**src/rtl/spiq_pkg.sv**
```systemverilog
package spiq_pkg;
  typedef enum logic [1:0] {S_IDLE, S_FETCH, S_START, S_XFER} seq_st_t;
endpackage

```
**src/rtl/spiq_ram.sv**
```systemverilog
// Command, transmit and receive storage; synchronous reads for block RAM.
module spiq_ram #(
  parameter int DEPTH    = 16,
  parameter int AW       = 4,
  parameter int DW       = 16,
  parameter int CSW      = 4,
  parameter int HOLD_BIT = 7
) (
  input  logic          clk,
  input  logic          host_we,
  input  logic          host_sel,
  input  logic [AW-1:0] host_addr,
  input  logic [DW-1:0] host_wdata,
  input  logic [AW-1:0] eng_raddr,
  output logic [CSW:0]  eng_cmd,
  output logic [DW-1:0] eng_tx,
  input  logic          eng_we,
  input  logic [AW-1:0] eng_waddr,
  input  logic [DW-1:0] eng_wdata,
  input  logic [AW-1:0] host_raddr,
  output logic [DW-1:0] host_rdata
);
  logic [CSW:0]  cmd_mem [DEPTH];
  logic [DW-1:0] tx_mem  [DEPTH];
  logic [DW-1:0] rx_mem  [DEPTH];

  // only the host port writes command storage
  always_ff @(posedge clk) begin
    if (host_we && !host_sel)
      cmd_mem[host_addr] <= {host_wdata[HOLD_BIT], host_wdata[CSW-1:0]};
    eng_cmd <= cmd_mem[eng_raddr];
  end

  always_ff @(posedge clk) begin
    if (host_we && host_sel) tx_mem[host_addr] <= host_wdata;
    eng_tx <= tx_mem[eng_raddr];
  end

  always_ff @(posedge clk) begin
    if (eng_we) rx_mem[eng_waddr] <= eng_wdata;
    host_rdata <= rx_mem[host_raddr];
  end
endmodule

```
**src/rtl/spiq_shift.sv**
```systemverilog
// Serial clock generator and MSB-first shifter for one word.
module spiq_shift #(
  parameter int DW   = 16,
  parameter int DIVW = 8
) (
  input  logic            clk,
  input  logic            rst,
  input  logic            start,
  input  logic            abort,
  input  logic [DW-1:0]   tx_word,
  input  logic [DIVW-1:0] clk_half,
  input  logic            cpol,
  input  logic            cpha,
  input  logic            miso,
  output logic            sck,
  output logic            mosi,
  output logic            done,
  output logic            active,
  output logic [DW-1:0]   rx_word
);
  localparam int EW = $clog2(2*DW) + 1;
  localparam logic [EW-1:0] LAST_EDGE = EW'(2*DW);

  logic [DW-1:0]   sreg;
  logic [DIVW-1:0] div_cnt;
  logic [EW-1:0]   edge_n, k;
  logic            tick, lead, do_sample, do_shift;

  always_comb begin
    tick      = ({1'b0, div_cnt} + (DIVW+1)'(1)) >= {1'b0, clk_half};
    k         = edge_n + EW'(1);
    lead      = k[0];
    do_sample = cpha ? !lead : lead;
    do_shift  = cpha ? (lead && k != EW'(1)) : (!lead && k != LAST_EDGE);
  end

  always_ff @(posedge clk) begin
    if (rst) begin
      active  <= 1'b0;
      done    <= 1'b0;
      sck     <= 1'b0;
      sreg    <= '0;
      rx_word <= '0;
      div_cnt <= '0;
      edge_n  <= '0;
    end else begin
      done <= 1'b0;
      if (abort) begin
        active <= 1'b0;
        sck    <= cpol;
      end else if (start) begin
        active  <= 1'b1;
        sreg    <= tx_word;
        div_cnt <= '0;
        edge_n  <= '0;
        sck     <= cpol;
      end else if (active) begin
        if (tick) begin
          div_cnt <= '0;
          edge_n  <= k;
          sck     <= ~sck;
          if (do_sample) rx_word <= {rx_word[DW-2:0], miso};
          if (do_shift)  sreg    <= {sreg[DW-2:0], 1'b0};
          if (k == LAST_EDGE) begin
            active <= 1'b0;
            done   <= 1'b1;
          end
        end else begin
          div_cnt <= div_cnt + DIVW'(1);
        end
      end else begin
        sck <= cpol;
      end
    end
  end

  assign mosi = sreg[DW-1];

  // outside a transfer the clock settles to the idle level
  p_sck_idle_r5: assert property (@(posedge clk) disable iff (rst)
    !active |=> sck == $past(cpol));
  // a word completes only out of a running transfer
  p_done_from_active_r2: assert property (@(posedge clk) disable iff (rst)
    done |-> $past(active));
endmodule

```
**src/rtl/spiq_seq.sv**
```systemverilog
// Queue walker: pointer, chip selects, completion and fault flags.
module spiq_seq
  import spiq_pkg::*;
#(
  parameter int AW  = 4,
  parameter int CSW = 4
) (
  input  logic           clk,
  input  logic           rst,
  input  logic           go,
  input  logic [AW-1:0]  start_ptr,
  input  logic [AW-1:0]  end_ptr,
  input  logic           done_clr,
  input  logic           fault_clr,
  input  logic           irq_en,
  input  logic           ss_in_n,
  input  logic [CSW:0]   cmd,
  input  logic           sh_done,
  output logic [AW-1:0]  ptr,
  output logic           sh_start,
  output logic           sh_abort,
  output logic           rx_we,
  output logic [CSW-1:0] cs_n,
  output logic           busy,
  output logic           done_flag,
  output logic           fault_flag,
  output logic           irq
);
  seq_st_t       state;
  logic [AW-1:0] endp;
  logic          hold_q, mf, fin, done_next;

  always_comb begin
    mf        = (state != S_IDLE) && !ss_in_n;
    fin       = (state == S_XFER) && sh_done && (ptr == endp) && !mf;
    done_next = fin || (done_flag && !done_clr);
    sh_start  = (state == S_START) && !mf;
    sh_abort  = mf;
    rx_we     = (state == S_XFER) && sh_done && !mf;
    busy      = (state != S_IDLE);
  end

  always_ff @(posedge clk) begin
    if (rst) begin
      state      <= S_IDLE;
      ptr        <= '0;
      endp       <= '0;
      hold_q     <= 1'b0;
      cs_n       <= '1;
      done_flag  <= 1'b0;
      fault_flag <= 1'b0;
      irq        <= 1'b0;
    end else begin
      done_flag  <= done_next;
      irq        <= irq_en && done_next;
      fault_flag <= mf || (fault_flag && !fault_clr);
      case (state)
        S_IDLE: if (go && !fault_flag) begin
          ptr   <= start_ptr;
          endp  <= end_ptr;
          state <= S_FETCH;
        end
        S_FETCH: state <= S_START;
        S_START: begin
          cs_n   <= ~cmd[CSW-1:0];
          hold_q <= cmd[CSW];
          state  <= S_XFER;
        end
        S_XFER: if (sh_done) begin
          if (ptr == endp) begin
            cs_n  <= '1;
            state <= S_IDLE;
          end else begin
            if (!hold_q) cs_n <= '1;
            ptr   <= ptr + AW'(1);
            state <= S_FETCH;
          end
        end
        default: state <= S_IDLE;
      endcase
      if (mf) begin
        state <= S_IDLE;
        cs_n  <= '1;
      end
    end
  end

  // moving to a new entry advances the index by one, modulo depth
  p_ptr_step_r1: assert property (@(posedge clk) disable iff (rst)
    (state == S_FETCH && $past(state) == S_XFER) |-> ptr == $past(ptr) + AW'(1));
  // no chip select is driven while idle
  p_cs_idle_r3: assert property (@(posedge clk) disable iff (rst)
    (state == S_IDLE) |-> cs_n == '1);
  // completion is only ever reported with the engine stopped
  p_done_idle_r6: assert property (@(posedge clk) disable iff (rst)
    $rose(done_flag) |-> state == S_IDLE);
  // interrupt never stands without the completion flag
  p_irq_done_r7: assert property (@(posedge clk) disable iff (rst)
    irq |-> done_flag);
  // a pending fault keeps the engine from starting
  p_fault_blocks_r8: assert property (@(posedge clk) disable iff (rst)
    fault_flag |=> state == S_IDLE);
endmodule

```
**src/rtl/spiq_master.sv**
```systemverilog
module spiq_master #(
  parameter int DEPTH    = 16,
  parameter int DW       = 16,
  parameter int CSW      = 4,
  parameter int DIVW     = 8,
  parameter int HOLD_BIT = 7,
  localparam int AW      = $clog2(DEPTH)
) (
  input  logic            clk,
  input  logic            rst,
  input  logic            host_we,
  input  logic            host_sel,
  input  logic [AW-1:0]   host_addr,
  input  logic [DW-1:0]   host_wdata,
  input  logic [AW-1:0]   rx_addr,
  output logic [DW-1:0]   rx_rdata,
  input  logic [AW-1:0]   start_ptr,
  input  logic [AW-1:0]   end_ptr,
  input  logic            go,
  input  logic [DIVW-1:0] clk_half,
  input  logic            cpol,
  input  logic            cpha,
  input  logic            irq_en,
  input  logic            done_clr,
  input  logic            fault_clr,
  input  logic            miso,
  input  logic            ss_in_n,
  output logic            sck,
  output logic            mosi,
  output logic [CSW-1:0]  cs_n,
  output logic            busy,
  output logic            done_flag,
  output logic            fault_flag,
  output logic            irq,
  output logic [AW-1:0]   cur_idx
);
  logic [CSW:0]  eng_cmd;
  logic [DW-1:0] eng_tx, sh_rx;
  logic          sh_start, sh_abort, sh_done, sh_active, rx_we;

  spiq_ram #(.DEPTH(DEPTH), .AW(AW), .DW(DW), .CSW(CSW), .HOLD_BIT(HOLD_BIT)) u_ram (
    .clk(clk), .host_we(host_we), .host_sel(host_sel), .host_addr(host_addr),
    .host_wdata(host_wdata), .eng_raddr(cur_idx), .eng_cmd(eng_cmd), .eng_tx(eng_tx),
    .eng_we(rx_we), .eng_waddr(cur_idx), .eng_wdata(sh_rx),
    .host_raddr(rx_addr), .host_rdata(rx_rdata));

  spiq_shift #(.DW(DW), .DIVW(DIVW)) u_shift (
    .clk(clk), .rst(rst), .start(sh_start), .abort(sh_abort), .tx_word(eng_tx),
    .clk_half(clk_half), .cpol(cpol), .cpha(cpha), .miso(miso), .sck(sck),
    .mosi(mosi), .done(sh_done), .active(sh_active), .rx_word(sh_rx));

  spiq_seq #(.AW(AW), .CSW(CSW)) u_seq (
    .clk(clk), .rst(rst), .go(go), .start_ptr(start_ptr), .end_ptr(end_ptr),
    .done_clr(done_clr), .fault_clr(fault_clr), .irq_en(irq_en), .ss_in_n(ss_in_n),
    .cmd(eng_cmd), .sh_done(sh_done), .ptr(cur_idx), .sh_start(sh_start),
    .sh_abort(sh_abort), .rx_we(rx_we), .cs_n(cs_n), .busy(busy),
    .done_flag(done_flag), .fault_flag(fault_flag), .irq(irq));

  // the shifter only clocks data while a chip-select pattern is out
  p_active_busy_r3: assert property (@(posedge clk) disable iff (rst)
    sh_active |-> busy);
endmodule

```
**config.mk**
```make
export PLATFORM = sky130hd
export DESIGN_NAME = spiq_master
export DESIGN_NICKNAME = d
export VERILOG_FILES = /design/src/rtl/spiq_pkg.sv /design/src/rtl/spiq_ram.sv /design/src/rtl/spiq_shift.sv /design/src/rtl/spiq_seq.sv /design/src/rtl/spiq_master.sv
export SDC_FILE = /design/constraint.sdc
export NUM_CORES = 1
export LEC_CHECK = 0
export CAP_MARGIN = 20
export CORE_ASPECT_RATIO = 1.2
export CORE_UTILIZATION = 55
export DETAILED_ROUTE_END_ITERATION = 16
export PLACE_DENSITY_LB_ADDON = 0.08
export SLEW_MARGIN = 20
export SYNTH_ARGS = -nofsm -noshare
export SYNTH_HDL_FRONTEND = slang
export SYNTH_SLANG_ARGS = --single-unit
```
**constraint.sdc**
```tcl
create_clock -name clk -period 3.1 [get_ports clk]
set_input_delay 0.93 -clock clk [delete_from_list [all_inputs] [get_ports clk]]
set_output_delay 0.93 -clock clk [all_outputs]
set_load 0.02 [all_outputs]
```
# ---- Word level (Yosys, flattened, before mapping)
# Memory sizes are Yosys's and may differ from the RTL's. A register that Yosys moved wholly into a read port is not among the register bits.
# Index checks and enable logic that the tools add are counted.
dict set report op_classes {
  add_sub_neg 4
  multipliers 0
  div_mod_pow 0
  magnitude_cmp 1
  n_eq_ne 12
  shifts 0
  mux 39
  bitwise_logic 6
  reduce_logical 40
}
# op n
set ops {}
lappend ops {{two-way mux 16 bit} 4}
lappend ops {{two-way mux 4 bit} 6}
lappend ops {{two-way mux 8 bit} 3}
lappend ops {{two-way mux 1 bit} 18}
lappend ops {{two-way mux 6 bit} 3}
lappend ops {{case mux 4 bit (2 select lines)} 2}
lappend ops {{logical AND 1 bit} 14}
lappend ops {{nonzero test 2 bit} 6}
lappend ops {{adder 8 x 1 -> 9 bit (second input constant)} 1}
lappend ops {{greater-or-equal comparator 9 x 8 -> 1 bit} 1}
lappend ops {{adder 8 x 1 -> 8 bit (second input constant)} 1}
lappend ops {{case mux 2 bit (4 select lines)} 1}
lappend ops {{AND reduction 4 bit} 2}
lappend ops {{zero test 1 bit} 7}
lappend ops {{adder 6 x 1 -> 6 bit (second input constant)} 1}
lappend ops {{== test 6 bit (second input constant)} 1}
lappend ops {{!= test 6 x 1 -> 1 bit (second input constant)} 1}
lappend ops {{!= test 6 bit (second input constant)} 1}
lappend ops {{AND reduction 2 bit} 3}
lappend ops {{AND reduction 3 bit} 2}
lappend ops {{inverter 1 bit} 5}
lappend ops {{AND reduction 5 bit} 1}
lappend ops {{OR reduction 5 bit} 1}
lappend ops {{adder 4 x 1 -> 4 bit (second input constant)} 1}
lappend ops {{other kinds (12)} 16}
dict set report totals {
  reg_bits 67
  latchBits 0
  mem_bits_rw 592
  mem_bits_ro 0
  output_inout_bits 30
  elab_cells 120
  memories 3
}
# memory words word_bits rd rd_ports_with_merged_regs write_ports line
set mem_list {}
lappend mem_list {u_ram.rx_mem 16 16 1 1 1 spiq_ram.sv:25} ;# logic [DW-1:0] rx_mem [DEPTH];
lappend mem_list {u_ram.tx_mem 16 16 1 1 1 spiq_ram.sv:24} ;# logic [DW-1:0] tx_mem [DEPTH];
lappend mem_list {u_ram.cmd_mem 16 5 1 1 1 spiq_ram.sv:23} ;# logic [CSW:0] cmd_mem [DEPTH];

# ---- Depth between registers and ports, before layout
# Gate-level depths: netlist of the first run.
dict set report depth {
  word_depth 8
  ltp_mapped 14
}

# ---- Cells and area by module
# A second synthesis of the first run with hierarchy kept.
dict set report hier_totals {
  hier_cells 1433
  hier_area_um2 26830.7
}
# module instances cells_per_inst area_per_inst_um2 seq_area_each_um2
set by_module_without_submodules {}
lappend by_module_without_submodules {spiq_ram 1 1019 23218.5 18517.8}
lappend by_module_without_submodules {spiq_shift 1 302 2661.3 980.9}
lappend by_module_without_submodules {spiq_seq 1 112 950.9 360.3}

# ---- Worst setup path before layout of the first run
# No wires, ideal clock.
dict set report synth_path {
  kind {reg2reg}
  from {reg u_shift.div_cnt[0]}
  to {reg u_shift.sreg[10]}
  setup_ns 0.074
  t_arrival_ns 2.935
  path_slack_ns 0.091
  stages_incl_launch_ff 14
  n_path_buf 2
  period_less_slack_ns 3.009
  cell_sequence {dfxtp_1 ha_1 nand3_2 and2_2 or2_2 ha_1 a21o_2 a21oi_1 and3_4 a31o_2 clkbuf_1 clkbuf_1 nand2_1 a31oi_1}
}
dict set report synth_via {
  elab_chain_len 4
}
# element line
set synth_lines {}
lappend synth_lines {{start: declaration} spiq_shift.sv:25} ;# logic [DIVW-1:0] div_cnt;
lappend synth_lines {{start signal: assignment} spiq_shift.sv:69} ;# div_cnt <= div_cnt + DIVW'(1);
lappend synth_lines {{adder 8 x 1 -> 9 bit} spiq_shift.sv:30} ;# tick = ({1'b0, div_cnt} + (DIVW+1)'(1)) >= {1'b0, clk_half};
lappend synth_lines {{greater-or-equal comparator 9 x 8 -> 1 bit} spiq_shift.sv:30}
lappend synth_lines {{nonzero test 2 bit (no source line)} --}
lappend synth_lines {{AND reduction 4 bit (no source line)} --}
lappend synth_lines {{end signal: assignment} spiq_shift.sv:53} ;# sreg <= tx_word;
lappend synth_lines {{end signal: assignment} spiq_shift.sv:63} ;# if (do_shift) sreg <= {sreg[DW-2:0], 1'b0};
lappend synth_lines {{end: declaration} spiq_shift.sv:24} ;# logic [DW-1:0] sreg;
# Every way passes these cells.
# A chain may end at the register's enable or synchronous reset.

# ---- Final worst setup path of the first run
dict set report layout_path {
  from {reg u_shift.div_cnt[0]}
  to {reg u_shift.rx_word[3]}
}
dict set report layout_via {
  elab_chain_len 3
}
# element line
set layout_lines {}
lappend layout_lines {{adder 8 x 1 -> 9 bit} spiq_shift.sv:30}
lappend layout_lines {{greater-or-equal comparator 9 x 8 -> 1 bit} spiq_shift.sv:30}
lappend layout_lines {{AND reduction 5 bit (no source line)} --}
lappend layout_lines {{end signal: assignment} spiq_shift.sv:62} ;# if (do_sample) rx_word <= {rx_word[DW-2:0], miso};
lappend layout_lines {{end: declaration} spiq_shift.sv:19} ;# output logic [DW-1:0] rx_word
# Every way passes these cells.

==> results.py, run 1 <==
metrics = {
    "timing": {
        "hold_violations": 0,
        "max_freq_ghz": 0.342,
        "finClkSkew_ns": 0.0224,
        "setup_violations": 0,
        "rsz0062_at_grt": "false",
        "min_period_ns": 2.92,
        "worst_pin_slew_ns": 0.658,
        "slew_headroom_pct": 56.1,
        "period_share_pct": 94.3,
        "setup_ws_ns": 0.178,
        "finalMaxSlewViolations": 0,
        "hold_ws_ns": 0.474,
    },
    "drt": {
        "routed.top_layer": "met4",
        "drtIter0Drc": 974,
        "wl_met3_um": 2520,
        "wirelength_um": 57100,
        "dr.pass1.iters": 5,
        "num_vias": 13406,
        "drc": 0,
        "ant_nets": 0,
        "wl_per_cell_um": 25.6,
        "viasPerCell": 6.01,
        "wl_met2_um": 30500,
        "met1Wirelength_um": 22700,
    },
    "min_path": {
        "hold_path_class": "flip-flop to flip-flop",
    },
    "logic_synthesis": {
        "synth_top_flop_cell": "edfxtp_1",
        "synth_enable_flop_cells": 592,
        "yosysTopAreaCell": "edfxtp_1",
        "postSynth.asyncResetShare_pct": 0,
        "synth.avg_cell_area_um2": 19.3,
        "ys_ff_latch": 696,
        "yosysWarningCount": 0,
        "yosys-top-cells-area": "edfxtp_1 (66%), mux4_2 (16%), dfxtp_1 (7.8%), nor2_1 (1.2%), nand2_1 (1.2%)",
        "syn-num-nets": 1459,
        "synth_area_mm2": 0.0268,
        "synth.yosys.seq_area_share_pct": 74.1,
        "synth_top_area_share_pct": 66.3,
        "synthDistinctLibCells": 49,
        "syn_inst": 1388,
    },
    "final_layout": {
        "final-instance-count-excl-fill": 2229,
        "multi_input_area_mm2": 0.00674,
        "nets": 1619,
        "final_common_cell": "edfxtp_1",
        "final_cell_mix": "edfxtp_1 (592), mux4_2 (185), dfxtp_1 (98)",
        "drive_above_1_share_pct": 27.7,
        "syn_to_final_growth_pct": 18.2,
        "diodes": 0,
        "fillers": 3192,
        "seqCellArea_mm2": 0.0199,
    },
    "global_route": {
        "grt_first_pass_wirelength_um": 85600,
        "grt_usage_pct": 23.8,
        "grt_pass1_vias": 13939,
        "antenna_found_initial": 1,
        "globalRouteOverflowTotal": 0,
        "grt_max_degree": 66,
    },
    "clock_network": {
        "clock-root-buffer": "clkbuf_16",
        "path_clk_slew_ns": 0.06,
        "clkLatencyLatePin_ns": 0.60,
        "cts_buffer_depth": 3,
        "numCtsBuffers": 68,
        "h-tree-depth": 3,
        "clock_sinks": 696,
        "cts_tree": "built",
    },
    "pwr": {
        "leakage_nw": 10.6,
        "p_per_area_mw_per_mm2": 707,
        "ir_drop_mv": 0.538,
        "total_power_mw": 22.4,
    },
    "place": {
        "place_ws_ns": -0.192,
        "placedCellCount": 2106,
        "place_congestion": 0.779,
        "port_buffers": 81,
        "dp_hpwl_um": 33000,
    },
    "outcome": {
        "status": "finished, final reports clean",
    },
    "worst_setup_path": {
        "crit_path_start_kind": "flip-flop",
        "critPathArrivalTime_ns": 3.36,
        "worst-path-max-fanout": 8,
        "cp.required_ns": 3.54,
        "path_class": "flip-flop to flip-flop",
        "end_kind": "flip-flop",
    },
    "floorplan": {
        "coreArea_mm2": 0.0481,
        "io_pins": 82,
        "start_util_pct": 55.7,
        "fp-row-count": 88,
        "dieWidth_um": 204,
        "die-area_mm2": 0.0496,
        "fp.dieH_um": 244,
    },
    "flow_run": {
        "maxCapViolations": 0,
    },
}
## synth_stat cells (2+ instances only)
master / count
a21o_2: 2
o21ai_0: 15
and4b_1: 4
inv_1: 17
nand3_1: 15
buf_1: 20
nand4_1: 2
nor2b_1: 11
a21boi_0: 2
or4_1: 2
nand3b_1: 3
nand2b_1: 10
o211ai_1: 3
and2_1: 3
a211oi_1: 3
dfxtp_1: 104
clkbuf_1: 50
or2_2: 5
buf_2: 3
nor3_1: 15
nor2_1: 85
nand2_1: 83
xnor2_1: 2
edfxtp_1: 592
a31oi_1: 22
mux4_2: 185
nor4_1: 3
ha_1: 19
or3_1: 4
mux2i_1: 23
and3_2: 2
o22ai_1: 2
a31o_2: 16
xor2_1: 6
a21oi_1: 40
a22oi_1: 2
## repair_timing
item | CTS | global route
setup endpoints to repair | 15 | 47
gates resized for setup | 3 | 12
hold buffers | 0 | 0
buffers inserted | 0 | 1
pin swaps | 0 | 1
gates cloned | 0 | 1
## final cells by class
class	instances	share of cell area, %
tap	630	2.49
timing repair buffer	164	6.21
clock inverter	26	1.12
clock buffer	95	6.02
inverter	17	0.201
sequential	696	62.7
multi-input combinational	601	21.3
## sequential cells by signal (all words and copies together), names as in the netlist, 2 cells and up
signal            cells
u_shift.rx_word      16
u_seq.cs_n            4
u_ram.host_rdata     16
u_shift.div_cnt       8
u_shift.edge_n        6
u_ram.tx_mem        256
u_ram.eng_cmd         5
u_shift.sreg         16
u_seq.ptr             4
u_ram.rx_mem        256
u_seq.endp            4
u_seq.state           2
u_ram.cmd_mem        80
u_ram.eng_tx         16
## worst max-delay path: stages (launching register included)
cell	delay, ns
dfxtp_4	0.36
nand3_1	0.11
or2_4	0.30
nor2_4	0.14
xor2_2	0.09
ha_1	0.30
and3_2	0.18
and3_2	0.19
nand2_2	0.09
a2111oi_4	0.38
buf_6	0.18
buf_12	0.16
mux2i_1	0.20
nor2_1	0.06
## stage by stage
| stage | cell area, µm² | util [%] | TNS (ns) |
|---|---|---|---|
| floorplan | 26800 | - | 0 |
| global placement | 29300 | 61.0 | -2.58 |
| detailed placement | 29300 | 61.0 | -3.35 |
| CTS | 31600 | 65.7 | 0 |
| global route | 31700 | 65.9 | 0 |
| finish | 31700 | 65.9 | 0 |
## layer usage
metal | vias to the layer above | global-route usage (%)
met5 | - | 0
met2 | 350 | 41.9
met1 | 7055 | 30.4
met4 | 0 | 8.25
met3 | 84 | 3.29
li1 | 5917 | -
## power breakdown
group          internal, mW  switching, mW  total [mW]  leakage, nW
Combinational          1.70           1.71        3.41         2.83
Clock                  5.04           3.31        8.35         1.10
Sequential             10.4          0.218        10.6         6.71
Total                  17.2           5.24        22.4         10.6
## worst paths after layout
path | start | cells after the start | end | slack (ns)
worst max register to register | u_shift.div_cnt[0] | 13 | u_shift.rx_word[3] | 0.18
worst min-delay path | u_ram.eng_tx[13] | 2 | u_shift.sreg[13] | 0.47
worst min register to register | u_ram.eng_tx[13] | 2 | u_shift.sreg[13] | 0.47
worst max-delay path | u_shift.div_cnt[0] | 13 | u_shift.rx_word[3] | 0.18
## logic make-up (layout without fill, tap and decap cells)
family,Yosys count,after routing,share of synthesized area [%]
DFF,696,696,74.1
and+or+nand+nor,253,253,4.35
muxes,208,208,16.4
xor gates and xnor gates,8,8,0.261
AOI/OAI and AO/OA,113,113,2.72
buffers and inverters,91,302,1.33
adders and majority gates,19,19,0.887
Power figures use the tool's default switching activity.
==> inputs of run 2 (changes only) <==
--- a/config.mk
+++ b/config.mk
@@ -9,6 +9,7 @@
 export CORE_ASPECT_RATIO = 1.2
 export CORE_UTILIZATION = 55
 export DETAILED_ROUTE_END_ITERATION = 16
+export MAX_ROUTING_LAYER = met4
 export PLACE_DENSITY_LB_ADDON = 0.08
 export SLEW_MARGIN = 20
 export SYNTH_ARGS = -nofsm -noshare
==> run 2 against run 1 <==
  * Register-to-register slack about the same
  * Worst hold slack about the same
  * Via count up 0.51%
  * Power about the same
  * Design area unchanged
  * Cell count unchanged
  * Combinational power about the same
  * Non-clock buffer count unchanged
  * Clock skew up 0.00097 ns
  * Setup slack better by 0.0040 ns
  * Routed wire length about the same
  * Highest routed layer unchanged
==> results.py, run 2 (synthesized netlist as in run 1, its figures left out) <==
metrics = {
    "outcome": {
        "status": "finished, final reports clean",
    },
    "final_layout": {
        "syn_to_final_growth_pct": 18.2,
        "finalInstanceArea_mm2": 0.0317,
        "nets": 1619,
        "final_util_pct": 65.9,
        "final_common_cell": "edfxtp_1",
        "top_regs": "u_ram.rx_mem (256), u_ram.tx_mem (256), u_ram.cmd_mem (80)",
        "diodes": 0,
        "final_cell_mix": "edfxtp_1 (592), mux4_2 (185), dfxtp_1 (98)",
        "seqCellArea_mm2": 0.0199,
        "final-instance-count-excl-fill": 2229,
        "fillers": 3192,
        "drive_above_1_share_pct": 27.7,
        "multi_input_area_mm2": 0.00674,
    },
    "clock_network": {
        "cts_buffer_depth": 3,
        "clock-root-buffer": "clkbuf_16",
        "numCtsBuffers": 68,
        "cts_tree": "built",
        "h-tree-depth": 3,
        "clkLatencyLatePin_ns": 0.60,
        "clock_sinks": 696,
        "path_clk_slew_ns": 0.06,
    },
    "drt": {
        "drtIter0Drc": 961,
        "dr.pass1.iters": 5,
        "num_vias": 13474,
        "viasPerCell": 6.04,
        "drc": 0,
        "wl_per_cell_um": 25.6,
        "wirelength_um": 57100,
        "ant_nets": 0,
    },
    "place": {
        "dpl_cell_area_mm2": 0.0293,
        "port_buffers": 81,
        "dp_hpwl_um": 33000,
        "place_ws_ns": -0.192,
        "place_congestion": 0.790,
        "placedCellCount": 2106,
    },
    "worst_setup_path": {
        "slowest_delay_ns": 0.38,
        "cpMaxStageDelayCell": "a2111oi_4",
        "end_kind": "flip-flop",
        "cp.required_ns": 3.56,
        "worst-path-max-fanout": 8,
        "critPathArrivalTime_ns": 3.37,
        "crit_path_start_kind": "flip-flop",
        "cpMostUsedCell": "and3_2",
        "path_class": "flip-flop to flip-flop",
        "crit_chain": "nand3_1, or2_4, nor2_4, xor2_2, ha_1, and3_2, and3_2, nand2_2, a2111oi_4, buf_6, buf_12, mux2i_4, nor2_1",
        "r2r_slack_ns": 0.18,
    },
    "min_path": {
        "hold_path_class": "flip-flop to flip-flop",
    },
    "pwr": {
        "ir_drop_mv": 0.548,
        "total_power_mw": 22.4,
        "leakage_nw": 10.6,
        "p_per_area_mw_per_mm2": 707,
    },
    "timing": {
        "hold_ws_ns": 0.474,
        "min_period_ns": 2.92,
        "finalMaxSlewViolations": 0,
        "hold_violations": 0,
        "finClkSkew_ns": 0.0233,
        "slew_headroom_pct": 56.0,
        "max_freq_ghz": 0.343,
        "worst_pin_slew_ns": 0.659,
        "period_share_pct": 94.1,
        "setup_violations": 0,
        "final.setup.tns_ns": 0,
        "rsz0062_at_grt": "false",
        "setup_ws_ns": 0.182,
    },
    "global_route": {
        "globalRouteOverflowTotal": 0,
        "grt_pass1_vias": 13921,
        "gr-usage-met3_pct": 3.12,
        "use_met2_pct": 41.9,
        "antenna_found_initial": 1,
        "grt_first_pass_wirelength_um": 85600,
        "grt_usage_pct": 24.6,
        "grt-busiest-layer": "met2",
        "grtUsageMet1_pct": 30.5,
        "grt_max_degree": 66,
    },
    "floorplan": {
        "die-area_mm2": 0.0496,
        "coreArea_mm2": 0.0481,
        "start_util_pct": 55.7,
        "io_pins": 82,
        "dieWidth_um": 204,
        "fp-row-count": 88,
        "fp.dieH_um": 244,
    },
    "flow_run": {
        "maxCapViolations": 0,
    },
}
run 2: cell counts in the layout (fill, tap and decap cells not counted):
No cell type changed its count.
run 2: final timing paths:
check,start,end,depth (start not counted)
max,u_shift.div_cnt[0],u_shift.rx_word[14],13
min,u_ram.eng_tx[13],u_shift.sreg[13],2
max reg2reg,u_shift.div_cnt[0],u_shift.rx_word[14],13
min reg2reg,u_ram.eng_tx[13],u_shift.sreg[13],2
run 2: final cells by class:
type / instances / area share [%]
multi-input cells: 601 / 21.3
repair buffers: 164 / 6.21
clock buffers: 95 / 6.02
flip-flops and latches: 696 / 62.7
well taps: 630 / 2.49
inverters: 17 / 0.201
clock inverters: 26 / 1.12
run 2: routing by layer:
layer / wire length, µm / part of all wire, % / vias up
met5: 0 / 0 / -
met4: 1370 / 2.4 / 0
met3: 2390 / 4.2 / 93
met2: 30500 / 53 / 358
met1: 22800 / 40 / 7104
li1: - / - / 5919
run 2: where the power goes:
group	internal, mW	switching (mW)	total, mW
sequential	10.4	0.218	10.6
combinational	1.70	1.71	3.41
clock	5.04	3.30	8.35
total	17.2	5.23	22.4
run 2: timing repair:
action	CTS	global route
buffers inserted	0	1
hold endpoints to repair	0	0
gates cloned	0	1
endpoints found under the setup margin	15	47
gates resized for setup	3	12
pin swaps	0	1
hold buffers	0	0
run 2: worst max-delay path, delay by kind of cell (launching register included):
family                   cells  cell delay [ns]
multiplexers                 1             0.21
flip-flops                   1             0.37
buffers and inverters        2             0.34
XOR/XNOR                     1             0.09
AO/OA/AOI/OAI                1             0.38
adder cells (fa/ha/maj)      1             0.30
AND/OR/NAND/NOR              7             1.07
